File: src/rtl/rq_sched_pkg.sv
package rq_sched_pkg;

    // Selection policy
    typedef enum logic {
        MODE_FCFS   = 1'b0,
        MODE_FRFCFS = 1'b1
    } sched_mode_e;

    // Per-bank row-buffer state
    typedef enum logic {
        BK_CLOSED = 1'b0,
        BK_OPEN   = 1'b1
    } bank_state_e;

endpackage

File: src/rtl/rq_queue.sv
// Age-ordered request storage: slot 0 is the oldest. Removal shifts the
// younger entries down by one; an append lands just past the survivors.
module rq_queue #(
    parameter int DEPTH = 6,
    parameter int ENT_W = 27,
    localparam int IDX_W = (DEPTH > 1) ? $clog2(DEPTH) : 1,
    localparam int CNT_W = $clog2(DEPTH + 1)
) (
    input  logic                            clk,
    input  logic                            rst_n,
    input  logic                            push,
    input  logic [ENT_W-1:0]                push_ent,
    input  logic                            pop,
    input  logic [IDX_W-1:0]                pop_idx,
    output logic [DEPTH-1:0][ENT_W-1:0]     ents,
    output logic [DEPTH-1:0]                vld,
    output logic [CNT_W-1:0]                count
);

    logic [DEPTH-1:0][ENT_W-1:0] ent_q;
    logic [DEPTH-1:0][ENT_W-1:0] shifted;
    logic [DEPTH-1:0][ENT_W-1:0] ent_d;
    logic [CNT_W-1:0]            cnt_q;
    logic [CNT_W-1:0]            cnt_mid;
    logic [CNT_W-1:0]            cnt_d;

    assign cnt_mid = cnt_q - CNT_W'(pop);
    assign cnt_d   = cnt_mid + CNT_W'(push);

    for (genvar i = 0; i < DEPTH; i++) begin : g_slot
        if (i < DEPTH - 1) begin : g_mid
            always_comb begin
                if (pop && (IDX_W'(i) >= pop_idx)) begin
                    shifted[i] = ent_q[i+1];
                end else begin
                    shifted[i] = ent_q[i];
                end
            end
        end else begin : g_top
            always_comb begin
                if (pop && (IDX_W'(i) >= pop_idx)) begin
                    shifted[i] = '0;
                end else begin
                    shifted[i] = ent_q[i];
                end
            end
        end

        always_comb begin
            if (push && (cnt_mid == CNT_W'(i))) begin
                ent_d[i] = push_ent;
            end else begin
                ent_d[i] = shifted[i];
            end
        end

        assign vld[i] = (CNT_W'(i) < cnt_q);
    end

    always_ff @(posedge clk) begin
        if (!rst_n) begin
            ent_q <= '0;
            cnt_q <= '0;
        end else begin
            ent_q <= ent_d;
            cnt_q <= cnt_d;
        end
    end

    assign ents  = ent_q;
    assign count = cnt_q;

endmodule

File: src/rtl/rq_bank_table.sv
// One two-state row tracker per bank (CLOSED / OPEN), open-page policy.
module rq_bank_table
    import rq_sched_pkg::*;
#(
    parameter int NBANK = 4,
    parameter int ROW_W = 14,
    localparam int BANK_W = (NBANK > 1) ? $clog2(NBANK) : 1
) (
    input  logic                         clk,
    input  logic                         rst_n,
    input  logic                         upd_valid,
    input  logic [BANK_W-1:0]            upd_bank,
    input  logic [ROW_W-1:0]             upd_row,
    output logic [NBANK-1:0]             open_mask,
    output logic [NBANK-1:0][ROW_W-1:0]  open_rows
);

    for (genvar b = 0; b < NBANK; b++) begin : g_bank
        bank_state_e      st_q;
        bank_state_e      st_d;
        logic [ROW_W-1:0] row_q;
        logic [ROW_W-1:0] row_d;
        logic             sel;

        assign sel = upd_valid && (upd_bank == BANK_W'(b));

        // Next state: ACTIVATE, REOPEN or HIT
        always_comb begin
            st_d  = st_q;
            row_d = row_q;
            unique case (st_q)
                BK_CLOSED: begin
                    if (sel) begin
                        st_d  = BK_OPEN;     // ACTIVATE
                        row_d = upd_row;
                    end
                end
                BK_OPEN: begin
                    if (sel && (upd_row != row_q)) begin
                        row_d = upd_row;     // REOPEN
                    end                      // else HIT or idle
                end
            endcase
        end

        // State register
        always_ff @(posedge clk) begin
            if (!rst_n) begin
                st_q  <= BK_CLOSED;
                row_q <= '0;
            end else begin
                st_q  <= st_d;
                row_q <= row_d;
            end
        end

        // Outputs
        assign open_mask[b] = (st_q == BK_OPEN);
        assign open_rows[b] = row_q;
    end

endmodule

File: src/rtl/rq_picker.sv
// Chooses one queue slot per cycle. Lower slot index = older request.
module rq_picker
    import rq_sched_pkg::*;
#(
    parameter int DEPTH = 6,
    parameter int NBANK = 4,
    parameter int ROW_W = 14,
    localparam int BANK_W = (NBANK > 1) ? $clog2(NBANK) : 1,
    localparam int IDX_W  = (DEPTH > 1) ? $clog2(DEPTH) : 1
) (
    input  sched_mode_e                  mode,
    input  logic [DEPTH-1:0]             vld,
    input  logic [DEPTH-1:0][BANK_W-1:0] e_bank,
    input  logic [DEPTH-1:0][ROW_W-1:0]  e_row,
    input  logic [NBANK-1:0]             bank_ready,
    input  logic [NBANK-1:0]             open_mask,
    input  logic [NBANK-1:0][ROW_W-1:0]  open_rows,
    output logic                         pick_valid,
    output logic [IDX_W-1:0]             pick_idx,
    output logic                         pick_hit
);

    logic [DEPTH-1:0] elig;
    logic [DEPTH-1:0] hit;
    logic [IDX_W-1:0] old_elig_idx;
    logic [IDX_W-1:0] old_hit_idx;

    for (genvar i = 0; i < DEPTH; i++) begin : g_cls
        assign elig[i] = vld[i] && bank_ready[e_bank[i]];
        assign hit[i]  = elig[i] && open_mask[e_bank[i]]
                       && (open_rows[e_bank[i]] == e_row[i]);
    end

    // Oldest-first priority encoders for each class
    always_comb begin
        old_elig_idx = '0;
        old_hit_idx  = '0;
        for (int i = DEPTH - 1; i >= 0; i--) begin
            if (elig[i]) old_elig_idx = IDX_W'(i);
            if (hit[i])  old_hit_idx  = IDX_W'(i);
        end
    end

    always_comb begin
        pick_valid = |elig;
        unique case (mode)
            MODE_FCFS:   pick_idx = old_elig_idx;
            MODE_FRFCFS: pick_idx = (|hit) ? old_hit_idx : old_elig_idx;
        endcase
        pick_hit = pick_valid && hit[pick_idx];
    end

endmodule

File: src/rtl/rq_sched.sv
module rq_sched
    import rq_sched_pkg::*;
#(
    parameter int DEPTH = 6,
    parameter int NBANK = 4,
    parameter int ROW_W = 14,
    parameter int COL_W = 10,
    localparam int BANK_W = (NBANK > 1) ? $clog2(NBANK) : 1,
    localparam int IDX_W  = (DEPTH > 1) ? $clog2(DEPTH) : 1,
    localparam int CNT_W  = $clog2(DEPTH + 1),
    localparam int ENT_W  = 1 + BANK_W + ROW_W + COL_W
) (
    input  logic              clk,
    input  logic              rst_n,
    input  logic              mode_frfcfs,
    input  logic              req_valid,
    input  logic [BANK_W-1:0] req_bank,
    input  logic [ROW_W-1:0]  req_row,
    input  logic [COL_W-1:0]  req_col,
    input  logic              req_write,
    output logic              req_ready,
    input  logic [NBANK-1:0]  bank_ready,
    output logic              grant_valid,
    output logic [BANK_W-1:0] grant_bank,
    output logic [ROW_W-1:0]  grant_row,
    output logic [COL_W-1:0]  grant_col,
    output logic              grant_write,
    output logic              grant_hit
);

    localparam int ROW_LSB  = COL_W;
    localparam int BANK_LSB = COL_W + ROW_W;

    logic [DEPTH-1:0][ENT_W-1:0]  ents;
    logic [DEPTH-1:0]             q_vld;
    logic [CNT_W-1:0]             q_count;
    logic [DEPTH-1:0][BANK_W-1:0] e_bank;
    logic [DEPTH-1:0][ROW_W-1:0]  e_row;
    logic [NBANK-1:0]             open_mask;
    logic [NBANK-1:0][ROW_W-1:0]  open_rows;
    logic                         pick_valid;
    logic [IDX_W-1:0]             pick_idx;
    logic                         pick_hit;
    logic                         push;
    logic [ENT_W-1:0]             g_ent;
    sched_mode_e                  mode;

    assign mode      = sched_mode_e'(mode_frfcfs);
    assign req_ready = (q_count < CNT_W'(DEPTH));
    assign push      = req_valid && req_ready;

    rq_queue #(
        .DEPTH (DEPTH),
        .ENT_W (ENT_W)
    ) u_queue (
        .clk      (clk),
        .rst_n    (rst_n),
        .push     (push),
        .push_ent ({req_write, req_bank, req_row, req_col}),
        .pop      (pick_valid),
        .pop_idx  (pick_idx),
        .ents     (ents),
        .vld      (q_vld),
        .count    (q_count)
    );

    for (genvar i = 0; i < DEPTH; i++) begin : g_unpack
        assign e_bank[i] = ents[i][BANK_LSB +: BANK_W];
        assign e_row[i]  = ents[i][ROW_LSB +: ROW_W];
    end

    rq_picker #(
        .DEPTH (DEPTH),
        .NBANK (NBANK),
        .ROW_W (ROW_W)
    ) u_pick (
        .mode       (mode),
        .vld        (q_vld),
        .e_bank     (e_bank),
        .e_row      (e_row),
        .bank_ready (bank_ready),
        .open_mask  (open_mask),
        .open_rows  (open_rows),
        .pick_valid (pick_valid),
        .pick_idx   (pick_idx),
        .pick_hit   (pick_hit)
    );

    assign g_ent       = ents[pick_idx];
    assign grant_valid = pick_valid;
    assign grant_col   = g_ent[COL_W-1:0];
    assign grant_row   = g_ent[ROW_LSB +: ROW_W];
    assign grant_bank  = g_ent[BANK_LSB +: BANK_W];
    assign grant_write = g_ent[ENT_W-1];
    assign grant_hit   = pick_hit;

    rq_bank_table #(
        .NBANK (NBANK),
        .ROW_W (ROW_W)
    ) u_banks (
        .clk       (clk),
        .rst_n     (rst_n),
        .upd_valid (pick_valid),
        .upd_bank  (grant_bank),
        .upd_row   (grant_row),
        .open_mask (open_mask),
        .open_rows (open_rows)
    );

endmodule

File: config.mk
export PLATFORM = sky130hd
export DESIGN_NAME = rq_sched
export DESIGN_NICKNAME = d
export VERILOG_FILES = /design/src/rtl/rq_sched_pkg.sv /design/src/rtl/rq_queue.sv /design/src/rtl/rq_bank_table.sv /design/src/rtl/rq_picker.sv /design/src/rtl/rq_sched.sv
export SDC_FILE = /design/constraint.sdc
export NUM_CORES = 1
export LEC_CHECK = 0
export BUFFER_PORTS_ARGS = -buffer_cell sky130_fd_sc_hd__clkbuf_2
export CAP_MARGIN = 10
export CORE_MARGIN = 5
export CORE_UTILIZATION = 40
export CTS_CLUSTER_DIAMETER = 80
export DETAILED_ROUTE_END_ITERATION = 10
export PLACE_DENSITY_LB_ADDON = 0.3
export SETUP_SLACK_MARGIN = 0.4
export SLEW_MARGIN = 5
export SYNTH_ARGS = -nofsm -noshare
export SYNTH_HDL_FRONTEND = slang
export SYNTH_HIERARCHICAL = 1
export SYNTH_SLANG_ARGS = --single-unit
export TNS_END_PERCENT = 1
File: constraint.sdc
create_clock -name clk -period 6.41 [get_ports clk]
set_clock_uncertainty 0.05 [all_clocks]
set_input_delay 0.9615 -clock clk [delete_from_list [all_inputs] [get_ports clk]]
set_output_delay 0.9615 -clock clk [all_outputs]
set_load 0.02 [all_outputs]
==> Word-level counts from Yosys, hierarchy flattened <==
Cells that the tools add are included.
{ "word_totals": {"ff_bits": 225, "input_bits": 35, "wordCells": 208} }
{ "classes": {"addsub": 2, "magnitude_cmp": 20, "eq_ne": 26, "n_mux": 86, "bitwise": 5, "n_reduce_logical": 54} }
{ "op_table": {"columns": ["operator", "count"], "rows": [
  ["$mux W27", 13],
  ["$mux W14", 14],
  ["$bmux W14 S2", 6],
  ["$pmux W14 S2", 4],
  ["$eq A14 B14 Y1", 6],
  ["$bmux W27 S3", 1],
  ["$ne A14 B14 Y1", 4],
  ["$logic_and A1 B1 Y1", 40],
  ["$mux W3", 13],
  ["$bmux W1 S2", 12],
  ["$mux W1", 21],
  ["$lt A2 B3 Y1 const B", 6],
  ["$reduce_bool A2 Y1", 6],
  ["$reduce_or A6 Y1", 2],
  ["$ne A2 B1 Y1 const B", 4],
  ["$ne A2 B2 Y1 const B", 4],
  ["$reduce_and A2 Y1", 4],
  ["$eq A3 B2 Y1 const B", 2],
  ["$eq A3 B3 Y1 const B", 2],
  ["$ge A1 B3 Y1 const A", 2],
  ["$ge A2 B3 Y1 const A", 2],
  ["$ge A3 B3 Y1 const A", 2],
  ["$lt A1 B3 Y1 const A", 2],
  ["$lt A2 B3 Y1 const A", 2],
  ["13 further kinds", 19]
]} }

==> Logic depth before layout (Yosys ltp) <==
Gate-level depths: netlist of run 1.
{ "depth": {"word_depth": 20, "depth_mapped": 23, "ltp_nobuf": 16} }

==> By module <==
The synthesis of run 1 kept the hierarchy.
{ "modules_own_cells": {"columns": ["module", "instances", "cells_each", "area_per_inst_um2", "seq_area_each_um2"], "rows": [
  ["rq_queue", 1, 942, 7766.2, 3303.2],
  ["rq_picker", 1, 364, 3870.0, 0.0],
  ["rq_bank_table", 1, 306, 2989.1, 1201.2],
  ["rq_sched", 1, 157, 1597.8, 0.0]
]} }

==> Worst setup path before layout of run 1 <==
OpenSTA, ideal clock, no wires.
{ "synth_timing": {"kind": "input port to flip-flop", "startpoint": "input bank_ready[3]", "endpoint": "register u_banks.g_bank[2].row_q[10]", "setup_time_ps": 121, "t_arrival_ps": 4831, "t_required_ps": 6239, "setup_slack_ps": 1408, "stages": 20, "n_path_buf": 4, "path_cell_list": "mux4_2 > and2_1 > o2111ai_1 > nor4_4 > a31oi_1 > nand3_1 > a221o_1 > o21ai_0 > buf_6 > mux2_2 > nand2_1 > o221ai_1 > buf_6 > xor2_1 > nor4_1 > nand4_1 > o31a_1 > buf_6 > buf_6 > mux2i_1"} }
{ "synth_between": {"elab_cells_between_ends": 58} }
{ "synth_lines": {"columns": ["item", "line", "source"], "rows": [
  ["start, declared", "rq_sched.sv:22", "input logic [NBANK-1:0] bank_ready,"],
  ["$bmux W1 S2", "rq_picker.sv:29", "assign elig[i] = vld[i] && bank_ready[e_bank[i]];"],
  ["$mux W1 (not written as such)", "rq_picker.sv:29", null],
  ["$logic_and A1 B1 Y1", "rq_picker.sv:29", null],
  ["$logic_and A1 B1 Y1", "rq_picker.sv:30", "assign hit[i] = elig[i] && open_mask[e_bank[i]]"],
  ["$logic_and A1 B1 Y1", "rq_picker.sv:31", "&& (open_rows[e_bank[i]] == e_row[i]);"],
  ["$mux W3 (5 in series)", "rq_picker.sv:40", "if (hit[i]) old_hit_idx = IDX_W'(i);"],
  ["$mux W3", "rq_picker.sv:48", "MODE_FRFCFS: pick_idx = (|hit) ? old_hit_idx : old_elig_idx;"],
  ["$pmux W3 S2 *", "rq_picker.sv:46", "unique case (mode)"],
  ["net pick_idx[1]", "rq_sched.sv:42", "logic [IDX_W-1:0] pick_idx;"],
  ["$bmux W27 S3 *", "rq_sched.sv:89", "assign g_ent = ents[pick_idx];"],
  ["$mux W27 (not written as such) *", "rq_sched.sv:89", null],
  ["net grant_row[12]", "rq_sched.sv:25", "output logic [ROW_W-1:0] grant_row,"],
  ["$ne A14 B14 Y1 *", "rq_bank_table.sv:39", "if (sel && (upd_row != row_q)) begin"],
  ["$logic_and A1 B1 Y1 *", "rq_bank_table.sv:39", null],
  ["$ne A2 B2 Y1 (no source line) *", null, null],
  ["$reduce_and A2 Y1 (no source line) *", null, null],
  ["end signal, assigned", "rq_bank_table.sv:53", "row_q <= row_d;"],
  ["end, declared", "rq_bank_table.sv:21", "logic [ROW_W-1:0] row_q;"]
]} }
The timed path passes the listed nets; every way through them passes the cells marked *. The select of a mux whose other input is x is not followed.
A chain may end at the register's enable or synchronous reset.

==> Final worst setup path of run 1 <==
{ "layout_timing": {"startpoint": "register u_queue.ent_q (netlist bit u_queue/ents[51])", "endpoint": "output grant_row[5]"} }
{ "layout_between": {"elab_chain_cells": 11, "elab_cells_between_ends": 19} }
{ "layout_rtl": {"columns": ["item", "line", "source"], "rows": [
  ["start, declared", "rq_queue.sv:20", "logic [DEPTH-1:0][ENT_W-1:0] ent_q;"],
  ["start signal, assigned", "rq_queue.sv:65", "ent_q <= ent_d;"],
  ["branches (longest 8 deep; another with $bmux W14 S2)", null, null],
  ["$pmux W3 S2 *", "rq_picker.sv:46", null],
  ["net pick_idx[0]", "rq_sched.sv:42", null],
  ["$bmux W27 S3 *", "rq_sched.sv:89", null],
  ["$mux W27 (not written as such) *", "rq_sched.sv:89", null],
  ["end, declared", "rq_sched.sv:25", null]
]} }
Mark *: on every way through the listed nets, which the timed path passes. The select of a mux whose other input is x is not followed.

==> run_summary.xml, run 1 <==
<?xml version="1.0" encoding="UTF-8"?>
<metrics>
  <group name="outcome">
    <metric name="run_status" unit="">completed</metric>
  </group>
  <group name="placement">
    <metric name="gp_congestion" unit="">1.05</metric>
    <metric name="dpl-instance-area" unit="sq um">16700</metric>
    <metric name="io_buffers" unit="">64</metric>
    <metric name="dpl.hpwl" unit="mm">43.6</metric>
  </group>
  <group name="sta">
    <metric name="slew-limit-headroom" unit="%">25.6</metric>
    <metric name="worst_margin_slew" unit="ps">1110</metric>
    <metric name="grt_setup_unrepaired" unit="">yes</metric>
    <metric name="min_period" unit="ps">6060</metric>
    <metric name="hold_viol" unit="">0</metric>
    <metric name="totalNegativeSetupSlack" unit="ps">0</metric>
    <metric name="total_setup_violations_reported_at_the_end_of_the_flow" unit="">0</metric>
    <metric name="period_share" unit="%">94.6</metric>
    <metric name="slew_violations" unit="">0</metric>
    <metric name="max_clock_freq" unit="GHz">0.165</metric>
  </group>
  <group name="route">
    <metric name="antenna_violating_nets_post_route" unit="">0</metric>
    <metric name="drtIter0Drc" unit="">1888</metric>
    <metric name="routed_wirelength" unit="mm">62.9</metric>
    <metric name="via_count" unit="">15111</metric>
    <metric name="route.detailed.vias_per_inst" unit="">6.64</metric>
    <metric name="route.detailed.drc" unit="">0</metric>
    <metric name="routedWlPerCell" unit="um">27.6</metric>
    <metric name="pre_repair_dr_iteration_count" unit="">5</metric>
  </group>
  <group name="clock_network">
    <metric name="cts.reportedPaths.clkPinSlew" unit="ps">60</metric>
    <metric name="cts.root.buffer_cell" unit="">clkbuf_16</metric>
    <metric name="cts.repair_timing.setup_buffer_count" unit="">0</metric>
    <metric name="cts-root-to-sink-buffers" unit="">3</metric>
    <metric name="post_cts_resized" unit="">1</metric>
    <metric name="cts_tree" unit="">built</metric>
    <metric name="clock_sinks" unit="">225</metric>
    <metric name="cts-buffers-inserted" unit="">26</metric>
    <metric name="ctsHoldBuffers" unit="">0</metric>
    <metric name="clock_latency" unit="ps">560</metric>
    <metric name="cts_max_level" unit="">1</metric>
  </group>
  <group name="synth">
    <metric name="syn-cell-area" unit="sq um">16200</metric>
    <metric name="netlist-cell-type-count" unit="">86</metric>
    <metric name="synth_edf_count" unit="">0</metric>
    <metric name="postSynthAreaPerCell" unit="sq um">9.17</metric>
    <metric name="async_reset_ff_share" unit="%">0</metric>
    <metric name="syn_inst" unit="">1769</metric>
    <metric name="synth_register_bits" unit="">225</metric>
    <metric name="syn_nets" unit="">1806</metric>
    <metric name="dominantRegCellSynth" unit="">dfxtp_1</metric>
    <metric name="ys_warn_count" unit="">6</metric>
    <metric name="synth_seq_area_share" unit="%">27.8</metric>
  </group>
  <group name="hold_path">
    <metric name="hold_path_start" unit="">u_queue/ents[3]$_SDFFE_PN0P_</metric>
    <metric name="min_delay_path_depth" unit="">2</metric>
    <metric name="hold_ep" unit="">u_queue/ents[3]$_SDFFE_PN0P_</metric>
    <metric name="hold_class" unit="">reg2reg</metric>
  </group>
  <group name="final_layout">
    <metric name="num-nets-final" unit="">1767</metric>
    <metric name="drive_above_1_share" unit="%">18.3</metric>
    <metric name="synthToLayoutAreaGrowth" unit="%">8.31</metric>
    <metric name="utilization" unit="%">44.0</metric>
    <metric name="fillCellCount" unit="">3870</metric>
    <metric name="finish.instance_area" unit="sq um">17600</metric>
    <metric name="diodes" unit="">0</metric>
  </group>
  <group name="critical_path">
    <metric name="critPathRequiredTime" unit="ps">5400</metric>
    <metric name="setup.worst_path.class" unit="">reg2out</metric>
    <metric name="r2r-start" unit="">u_queue/ents[51]$_SDFFE_PN0P_</metric>
    <metric name="timing.critical_path.arrival" unit="ps">5050</metric>
    <metric name="r2r_setup_slack" unit="ps">480</metric>
    <metric name="r2r_end" unit="">u_banks/g_bank[2].row_q[2]$_SDFFE_PN0P_</metric>
    <metric name="crit_path_start_kind" unit="">flip-flop</metric>
    <metric name="crit_path_max_fanout" unit="">15</metric>
    <metric name="worstRegToRegCells" unit="">16</metric>
    <metric name="worst_setup_path_end_kind" unit="">primary output</metric>
  </group>
  <group name="grt">
    <metric name="antenna_found_initial" unit="">0</metric>
    <metric name="vias_in_the_first_global_route" unit="">14728</metric>
    <metric name="grt_first_pass_wirelength" unit="mm">94.5</metric>
    <metric name="groute.usage.overall" unit="%">27.0</metric>
    <metric name="gr-total-overflow" unit="">0</metric>
    <metric name="grt_start_max_net_pins" unit="">83</metric>
  </group>
  <group name="floorplan">
    <metric name="row_count" unit="">73</metric>
    <metric name="width_of_the_die" unit="um">211</metric>
    <metric name="initial_core_util" unit="%">40.6</metric>
    <metric name="core_region_area" unit="sq um">39900</metric>
    <metric name="num_io_pins" unit="">65</metric>
    <metric name="die_area" unit="sq um">44700</metric>
    <metric name="floorplan.die.height" unit="um">211</metric>
  </group>
  <group name="pwr">
    <metric name="comb_power_share" unit="%">63.5</metric>
    <metric name="p_switching" unit="mW">6.18</metric>
    <metric name="internal_power" unit="mW">5.20</metric>
    <metric name="p_total" unit="mW">11.4</metric>
    <metric name="p_clk_share" unit="%">13.4</metric>
    <metric name="power.density_cell_area" unit="nW/um^2">648</metric>
    <metric name="switching_share" unit="%">54.3</metric>
    <metric name="ir_worst_vdd" unit="V">0.000510</metric>
    <metric name="cellLeakagePower" unit="nW">5.79</metric>
    <metric name="pwr-share-seq" unit="%">23.1</metric>
  </group>
  <group name="run">
    <metric name="maxCapViolations" unit="">0</metric>
  </group>
</metrics>
[logic make-up after synthesis]
logic type / count (synthesis) / synth area share (%)
compound gates: 339 / 17.3
simple gates: 596 / 17.7
xor+xnor: 152 / 8.25
flops: 225 / 27.8
mux: 245 / 21.6
buf+inv: 210 / 7.32
fa+ha+maj: 2 / 0.154
[final cells by class]
class / count / area [sq um] / share of cell area [%]
repair buffers: 126 / 851 / 4.84
inverters: 17 / 66.3 / 0.377
multi-input cells: 1334 / 10600 / 60.5
clock buffers: 39 / 769 / 4.38
flip-flops and latches: 225 / 4510 / 25.6
clock inverters: 9 / 97.6 / 0.555
well taps: 525 / 657 / 3.74
[sequential cells by signal, indices dropped and copies added, names as in the netlist]
register	flops
u_queue/ents	162
u_banks/g_bank.st_q	4
u_banks/g_bank.row_q	56
u_queue/count	3
[placed cells by master (no fill, tap or decap), drive strengths merged, types with 19 or more instances in the layout]
cell / count
inv: 19
xor2: 51
mux2: 28
mux4: 73
or3: 28
a21oi: 33
o311a: 27
xnor2: 101
dfxtp: 225
nand2: 285
clkbuf: 102
o221ai: 30
o211ai: 28
a311oi: 109
nand3: 62
and3: 30
a21boi: 28
o21ai: 40
nor3: 110
mux2i: 144
nand4: 24
buf: 63
[power groups by stage]
stage                     combinational [mW]  sequential (mW)  clock (mW)
after floorplan                         5.30             2.23           0
after global placement                  6.99             2.61           0
after detailed placement                7.06             2.61           0
after CTS                               7.08             2.59        1.55
after global routing                    7.57             2.67        1.61
final                                   7.23             2.62        1.53
[how the worst max path moves through the flow]
stage                                  start                                        to  cells past startpoint
2_1_floorplan                  bank_ready[3]  u_banks/g_bank[2].row_q[10]$_SDFFE_PN0P_                     20
4_1_cts        u_queue/ents[51]$_SDFFE_PN0P_                             grant_row[13]                     11
6_report       u_queue/ents[51]$_SDFFE_PN0P_                              grant_row[5]                     12
3_5_place_dp   u_queue/ents[78]$_SDFFE_PN0P_  u_banks/g_bank[0].row_q[11]$_SDFFE_PN0P_                     16
5_1_grt        u_queue/ents[78]$_SDFFE_PN0P_                              grant_row[0]                     11
3_3_place_gp   u_queue/ents[78]$_SDFFE_PN0P_  u_banks/g_bank[0].row_q[12]$_SDFFE_PN0P_                     16
[per-layer routing]
layer	share of wire, %	global-route usage [%]	routed length [um]	vias up
li1	-	-	-	6554
met1	41	36.8	25900	7486
met2	46	43.4	28800	916
met3	9.8	5.93	6150	155
met4	3.2	8.00	2030	0
met5	0	0	0	-
[synthesized netlist by cell type, drive strengths merged (4+ instances only)]
cell type	count	area share, %
nand2	285	6.6
and2	8	0.31
o211ai	28	1.3
nor2	12	0.34
mux2i	144	8.9
a21oi	33	1.0
xnor2	101	5.5
a21boi	28	1.3
nor3	110	3.4
o32ai	5	0.27
and3	30	1.2
or2	5	0.19
mux4	73	10
a311oi	109	5.9
nand2b	8	0.35
mux2	28	2.5
o221ai	30	2.4
clkbuf	87	2.1
or3	28	1.1
o21a	4	0.19
nor4	12	0.56
buf	106	4.8
nand3	62	1.9
xor2	51	2.8
dfxtp	225	28
o21ai	40	1.2
inv	17	0.39
o311a	27	1.7
nand4	24	0.96
[critical path, stage by stage (launching register included)]
cell and delay (ps):
dfxtp_1 630, buf_4 240, mux4_2 510, xnor2_1 210, nand4_1 120, nor4_1 490
and3_1 340, a221oi_2 80, o22ai_4 320, nand2b_2 410, buf_4 300, o221ai_2 540
clkbuf_2 290
[metrics by stage]
step	hold WS, ps	instances	setup slack (ps)
floorplan	399	1769	1410
global placement	420	2227	327
detailed placement	431	2227	328
CTS	441	2275	344
global route	461	2275	192
finish	439	2275	346
Power figures use the tool's default switching activity.
==> run 2, diff against run 1 <==
CELL_PAD_IN_SITES_DETAIL_PLACEMENT = 1   (was unset)
CELL_PAD_IN_SITES_GLOBAL_PLACEMENT = 1   (was unset)
==> run 2 against run 1 <==
  * Die area is the same
  * Critical path depth fell by 1
  * Maximum frequency grew 0.14%
  * Sequential cell count did not move
  * Total power up 1.4%
  * Register-to-register slack improved by 110 ps
  * Sequential share of layout area rose by 0.089 points
  * Global-route usage is 2.0 points higher
  * Via count up 0.41%
  * Largest cell class unchanged
  * Highest routed layer unchanged
==> run_summary.xml, run 2 (synthesis gave the netlist of run 1 again) <==
<?xml version="1.0" encoding="UTF-8"?>
<metrics>
  <group name="final_layout">
    <metric name="number_of_flip_flops_under_the_largest_register_name" unit="">162</metric>
    <metric name="diodes" unit="">0</metric>
    <metric name="synthToLayoutAreaGrowth" unit="%">7.99</metric>
    <metric name="drive_above_1_share" unit="%">18.1</metric>
    <metric name="final_common_cell" unit="">nand2_1</metric>
    <metric name="num-nets-final" unit="">1760</metric>
    <metric name="instances_no_fill" unit="">2266</metric>
    <metric name="most-common-layout-cells" unit="">283 x nand2_1, 222 x dfxtp_1, 144 x mux2i_1, 109 x nor3_1, 109 x a311oi_1</metric>
  </group>
  <group name="route">
    <metric name="via_count" unit="">15173</metric>
    <metric name="met3_length" unit="mm">4.47</metric>
    <metric name="maxUsedRoutingLayer" unit="">met4</metric>
    <metric name="antenna_violating_nets_post_route" unit="">0</metric>
    <metric name="route.detailed.drc" unit="">0</metric>
    <metric name="drtIter0Drc" unit="">1290</metric>
    <metric name="routedWlPerCell" unit="um">29.7</metric>
    <metric name="detail_route.wirelength.met1" unit="mm">28.9</metric>
    <metric name="met2RoutedLength" unit="mm">31.3</metric>
    <metric name="routed_wirelength" unit="mm">67.4</metric>
    <metric name="pre_repair_dr_iteration_count" unit="">5</metric>
    <metric name="route.detailed.vias_per_inst" unit="">6.70</metric>
  </group>
  <group name="grt">
    <metric name="grt_start_max_net_pins" unit="">86</metric>
    <metric name="grt_first_pass_wirelength" unit="mm">101</metric>
    <metric name="groute.usage.overall" unit="%">29.1</metric>
    <metric name="vias_in_the_first_global_route" unit="">15523</metric>
    <metric name="gr-total-overflow" unit="">0</metric>
    <metric name="antenna_found_initial" unit="">0</metric>
  </group>
  <group name="sta">
    <metric name="min_period" unit="ps">6060</metric>
    <metric name="slew_violations" unit="">0</metric>
    <metric name="total_setup_violations_reported_at_the_end_of_the_flow" unit="">0</metric>
    <metric name="hold_viol" unit="">0</metric>
    <metric name="layout_setup_ws" unit="ps">355</metric>
    <metric name="max_clock_freq" unit="GHz">0.165</metric>
    <metric name="slew-limit-headroom" unit="%">32.3</metric>
    <metric name="totalNegativeSetupSlack" unit="ps">0</metric>
    <metric name="grt_setup_unrepaired" unit="">yes</metric>
    <metric name="period_share" unit="%">94.5</metric>
    <metric name="worst_margin_slew" unit="ps">1020</metric>
  </group>
  <group name="clock_network">
    <metric name="clock_latency" unit="ps">580</metric>
    <metric name="cts.repair_timing.setup_buffer_count" unit="">0</metric>
    <metric name="cts_max_level" unit="">1</metric>
    <metric name="cts-buffers-inserted" unit="">27</metric>
    <metric name="cts.reportedPaths.clkPinSlew" unit="ps">60</metric>
    <metric name="cts.root.buffer_cell" unit="">clkbuf_16</metric>
    <metric name="ctsHoldBuffers" unit="">0</metric>
    <metric name="clock_sinks" unit="">225</metric>
    <metric name="cts-root-to-sink-buffers" unit="">3</metric>
    <metric name="cts_tree" unit="">built</metric>
  </group>
  <group name="floorplan">
    <metric name="num_io_pins" unit="">65</metric>
    <metric name="initial_core_util" unit="%">40.6</metric>
    <metric name="width_of_the_die" unit="um">211</metric>
    <metric name="core_region_area" unit="sq um">39900</metric>
    <metric name="row_count" unit="">73</metric>
    <metric name="floorplan.die.height" unit="um">211</metric>
    <metric name="die_area" unit="sq um">44700</metric>
  </group>
  <group name="critical_path">
    <metric name="critPathRequiredTime" unit="ps">5400</metric>
    <metric name="worst_setup_path_end_kind" unit="">primary output</metric>
    <metric name="worstRegToRegCells" unit="">16</metric>
    <metric name="timing.critical_path.arrival" unit="ps">5040</metric>
    <metric name="setup.worst_path.class" unit="">reg2out</metric>
    <metric name="crit_path_max_fanout" unit="">15</metric>
    <metric name="r2r_setup_slack" unit="ps">590</metric>
    <metric name="crit_path_start_kind" unit="">flip-flop</metric>
  </group>
  <group name="pwr">
    <metric name="p_clk_share" unit="%">13.6</metric>
    <metric name="ir_worst_vdd" unit="V">0.000531</metric>
    <metric name="comb_power_share" unit="%">63.7</metric>
    <metric name="switching_share" unit="%">55.2</metric>
    <metric name="pwr-share-seq" unit="%">22.6</metric>
    <metric name="power.density_cell_area" unit="nW/um^2">659</metric>
    <metric name="cellLeakagePower" unit="nW">5.74</metric>
    <metric name="internal_power" unit="mW">5.17</metric>
    <metric name="p_switching" unit="mW">6.38</metric>
  </group>
  <group name="placement">
    <metric name="detailedPlace.worstSlack" unit="ps">353</metric>
    <metric name="numPlacedInstances" unit="">2219</metric>
    <metric name="io_buffers" unit="">64</metric>
    <metric name="gp_congestion" unit="">1.04</metric>
    <metric name="dpl.hpwl" unit="mm">45.6</metric>
  </group>
  <group name="outcome">
    <metric name="run_status" unit="">completed</metric>
  </group>
  <group name="hold_path">
    <metric name="min_delay_path_depth" unit="">2</metric>
    <metric name="hold_class" unit="">reg2reg</metric>
  </group>
  <group name="run">
    <metric name="maxCapViolations" unit="">0</metric>
  </group>
</metrics>
[run 2: area by class of cell]
type | count | area [sq um]
Tap cell | 525 | 657
Fill cell | 4533 | 22400
Multi-Input combinational cell | 1334 | 10600
Sequential cell | 225 | 4510
Inverter | 17 | 66.3
Timing Repair Buffer | 118 | 769
Clock inverter | 8 | 88.8
Clock buffer | 39 | 801
[run 2: per-layer routing]
layer  GRT usage (%)  up-vias
met5               0        -
li1                -     6537
met3            4.86      157
met4            10.5        0
met1            39.1     7799
met2            47.3      680
[run 2: repair_timing]
action	in CTS	in global routing
endpoints found under the setup margin	25	43
gates resized for setup	1	4
pin swaps	0	0
[run 2: worst paths after layout]
path                                              end                     startpoint
min reg2reg              u_queue/ents[8]$_SDFFE_PN0P_   u_queue/ents[8]$_SDFFE_PN0P_
max                                     grant_row[12]  u_queue/ents[51]$_SDFFE_PN0P_
min                      u_queue/ents[8]$_SDFFE_PN0P_   u_queue/ents[8]$_SDFFE_PN0P_
max reg2reg  u_banks/g_bank[0].row_q[12]$_SDFFE_PN0P_  u_queue/ents[51]$_SDFFE_PN0P_
[run 2: power by group through the flow]
| stage | clock network, mW | logic (mW) | registers (mW) |
|---|---|---|---|
| after floorplan | 0 | 5.30 | 2.23 |
| after global placement | 0 | 7.03 | 2.58 |
| after detailed placement | 0 | 7.18 | 2.60 |
| after CTS | 1.60 | 7.20 | 2.58 |
| after global routing | 1.65 | 7.65 | 2.66 |
| final | 1.57 | 7.36 | 2.61 |
[run 2: worst max-delay path, cell delays in order, from the launching register on]
cell      delay (ps)
dfxtp_1          610
mux4_2           570
xnor2_1          300
nand4_1          140
nor4_1           540
a31oi_1          280
nand3_1          180
a221o_1          270
o21ai_4          170
nand2b_4         320
o221ai_1         740
clkbuf_2         320
[run 2: stage by stage]
step	power (mW)	cell area, sq um	hold slack [ps]	util (%)
2_1_floorplan	7.53	16200	399	-
3_3_place_gp	9.61	16600	421	41.6
3_5_place_dp	9.78	16600	432	41.6
4_1_cts	11.4	17500	444	43.8
5_1_grt	12.0	17500	470	43.9
6_report	11.5	17500	439	43.9
==> run 3, diff against run 2 <==
ABC_CLOCK_PERIOD_IN_PS = 5730   (was unset)
CTS_CLUSTER_SIZE = 10   (was unset)
clock period = 5.73 ns   (was 6.41 ns; I/O delays follow)
==> run 3 against run 2 <==
  * Count of clock-buffer cells in the layout fell by 9
  * Critical path type unchanged
  * Worst hold slack improved by 4.3 ps
  * Total power rose by 19%
  * Die area did not move
  * Setup slack improved by 1.6 ps
  * Sequential power rose by 11%
==> run_summary.xml, run 3 (synthesis gave the netlist of run 1 again) <==
<?xml version="1.0" encoding="UTF-8"?>
<metrics>
  <group name="final_layout">
    <metric name="final_common_cell" unit="">nand2_1</metric>
    <metric name="drive_above_1_share" unit="%">21.9</metric>
    <metric name="most-common-layout-cells" unit="">283 x nand2_1, 218 x dfxtp_1, 142 x mux2i_1, 109 x nor3_1, 109 x a311oi_1</metric>
    <metric name="utilization" unit="%">46.0</metric>
    <metric name="num-nets-final" unit="">1822</metric>
    <metric name="diodes" unit="">0</metric>
    <metric name="number_of_flip_flops_under_the_largest_register_name" unit="">162</metric>
    <metric name="instances_no_fill" unit="">2315</metric>
    <metric name="synthToLayoutAreaGrowth" unit="%">13.2</metric>
  </group>
  <group name="critical_path">
    <metric name="crit_path_start_kind" unit="">flip-flop</metric>
    <metric name="timing.critical_path.arrival" unit="ps">4460</metric>
    <metric name="r2r-start" unit="">u_queue/ents[51]$_SDFFE_PN0P_</metric>
    <metric name="critPathRequiredTime" unit="ps">4820</metric>
    <metric name="worst_setup_path_end_kind" unit="">primary output</metric>
    <metric name="crit_path_max_fanout" unit="">20</metric>
    <metric name="setup.worst_path.class" unit="">reg2out</metric>
    <metric name="startpoint" unit="">u_queue/ents[51]$_SDFFE_PN0P_</metric>
  </group>
  <group name="pwr">
    <metric name="p_total" unit="mW">13.7</metric>
    <metric name="ir_worst_vdd" unit="V">0.000700</metric>
    <metric name="cellLeakagePower" unit="nW">6.13</metric>
    <metric name="power.density_cell_area" unit="nW/um^2">746</metric>
  </group>
  <group name="clock_network">
    <metric name="cts_max_level" unit="">1</metric>
    <metric name="cts.reportedPaths.clkPinSlew" unit="ps">60</metric>
    <metric name="clock_latency" unit="ps">600</metric>
    <metric name="cts-buffers-inserted" unit="">28</metric>
    <metric name="cts.root.buffer_cell" unit="">clkbuf_16</metric>
    <metric name="cts_tree" unit="">built</metric>
    <metric name="clock_sinks" unit="">225</metric>
    <metric name="cts-root-to-sink-buffers" unit="">3</metric>
    <metric name="ctsHoldBuffers" unit="">0</metric>
  </group>
  <group name="floorplan">
    <metric name="die_area" unit="sq um">44700</metric>
    <metric name="floorplan.die.height" unit="um">211</metric>
    <metric name="row_count" unit="">73</metric>
    <metric name="initial_core_util" unit="%">40.6</metric>
    <metric name="width_of_the_die" unit="um">211</metric>
    <metric name="num_io_pins" unit="">65</metric>
    <metric name="core_region_area" unit="sq um">39900</metric>
  </group>
  <group name="sta">
    <metric name="min_period" unit="ps">5370</metric>
    <metric name="finalHoldWorstSlack" unit="ps">444</metric>
    <metric name="layout_setup_ws" unit="ps">356</metric>
    <metric name="slew_violations" unit="">0</metric>
    <metric name="slew-limit-headroom" unit="%">39.9</metric>
    <metric name="hold_viol" unit="">0</metric>
    <metric name="total_setup_violations_reported_at_the_end_of_the_flow" unit="">0</metric>
    <metric name="worst_margin_slew" unit="ps">902</metric>
    <metric name="grt_setup_unrepaired" unit="">yes</metric>
    <metric name="period_share" unit="%">93.8</metric>
    <metric name="max_clock_freq" unit="GHz">0.186</metric>
  </group>
  <group name="placement">
    <metric name="detailedPlace.worstSlack" unit="ps">-18.3</metric>
    <metric name="dpl.hpwl" unit="mm">47.1</metric>
    <metric name="gp_congestion" unit="">1.01</metric>
    <metric name="numPlacedInstances" unit="">2253</metric>
    <metric name="io_buffers" unit="">64</metric>
  </group>
  <group name="route">
    <metric name="drtIter0Drc" unit="">1623</metric>
    <metric name="route.detailed.vias_per_inst" unit="">6.72</metric>
    <metric name="routed_wirelength" unit="mm">69.9</metric>
    <metric name="via_count" unit="">15566</metric>
    <metric name="route.detailed.drc" unit="">0</metric>
    <metric name="pre_repair_dr_iteration_count" unit="">5</metric>
    <metric name="routedWlPerCell" unit="um">30.2</metric>
    <metric name="antenna_violating_nets_post_route" unit="">0</metric>
  </group>
  <group name="run">
    <metric name="maxCapViolations" unit="">0</metric>
  </group>
  <group name="outcome">
    <metric name="run_status" unit="">completed</metric>
  </group>
  <group name="grt">
    <metric name="vias_in_the_first_global_route" unit="">15832</metric>
    <metric name="grt_first_pass_wirelength" unit="mm">103</metric>
    <metric name="antenna_found_initial" unit="">0</metric>
    <metric name="gr-total-overflow" unit="">0</metric>
    <metric name="groute.usage.overall" unit="%">29.8</metric>
    <metric name="grt_start_max_net_pins" unit="">117</metric>
  </group>
  <group name="hold_path">
    <metric name="hold_path_start" unit="">u_queue/ents[3]$_SDFFE_PN0P_</metric>
    <metric name="hold_class" unit="">reg2reg</metric>
  </group>
</metrics>
-- run 3: cell types whose count changed in the layout (fill, tap and decap cells not counted), sizes merged --
cell / change
clkinvlp: -2
clkinv: -2
buf: +59
clkbuf: -7
inv: +1
-- run 3: area by class of cell --
class	instances	area, sq um
Timing Repair Buffer	179	1450
Multi-Input combinational cell	1334	10900
Fill cell	4460	21600
Tap cell	525	657
Clock inverter	5	82.6
Sequential cell	225	4520
Inverter	17	66.3
Clock buffer	30	728
-- run 3: final timing paths --
check                                              to  slack [ps]  depth (start not counted)
max                                     grant_row[10]         360                         15
min                      u_queue/ents[3]$_SDFFE_PN0P_         440                          2
max reg2reg  u_banks/g_bank[1].row_q[12]$_SDFFE_PN0P_         410                         20
min reg2reg              u_queue/ents[3]$_SDFFE_PN0P_         440                          2
-- run 3: routing by layer --
| metal | GRT usage (%) | up-vias | part of all wire [%] |
|---|---|---|---|
| met2 | 48.4 | 769 | 46 |
| met3 | 4.95 | 188 | 7.5 |
| li1 | - | 6659 | - |
| met5 | 0 | - | 0 |
| met1 | 39.6 | 7950 | 42 |
| met4 | 12.5 | 0 | 4.9 |
-- run 3: through the flow --
| stage | setup TNS, ps | instance area [sq um] |
|---|---|---|
| floorplan | 0 | 16200 |
| global placement | -142 | 17000 |
| finish | 0 | 18400 |
| global route | 0 | 18400 |
| detailed placement | -61.7 | 17000 |
| CTS | 0 | 17900 |
-- run 3: what timing repair did --
| item | in CTS | in global routing |
|---|---|---|
| setup buffers | 4 | 21 |
| resized for setup | 15 | 34 |
| hold endpoints to repair | 0 | 0 |
| pin swaps | 2 | 11 |
| endpoints found under the setup margin | 84 | 79 |
| gates cloned | 0 | 2 |
-- run 3: worst max-delay path, cell delays in order, from the launching register on --
cell and delay [ps]:
dfxtp_1 350, buf_12 200, mux4_2 530, xnor2_1 290, nand4_1 250, nor4_4 390
a31oi_4 180, nand3_2 110, a221o_1 270, o21ai_4 150, buf_12 190, mux2_4 300
nand2_1 100, o221ai_4 160, buf_4 200, clkbuf_2 160
-- run 3: where the power goes --
part | switching [mW] | internal [mW] | total [mW] | leakage [nW]
clock network | 0.723 | 0.943 | 1.67 | 0.398
registers | 0.811 | 2.09 | 2.90 | 1.83
logic | 5.89 | 3.24 | 9.13 | 3.90
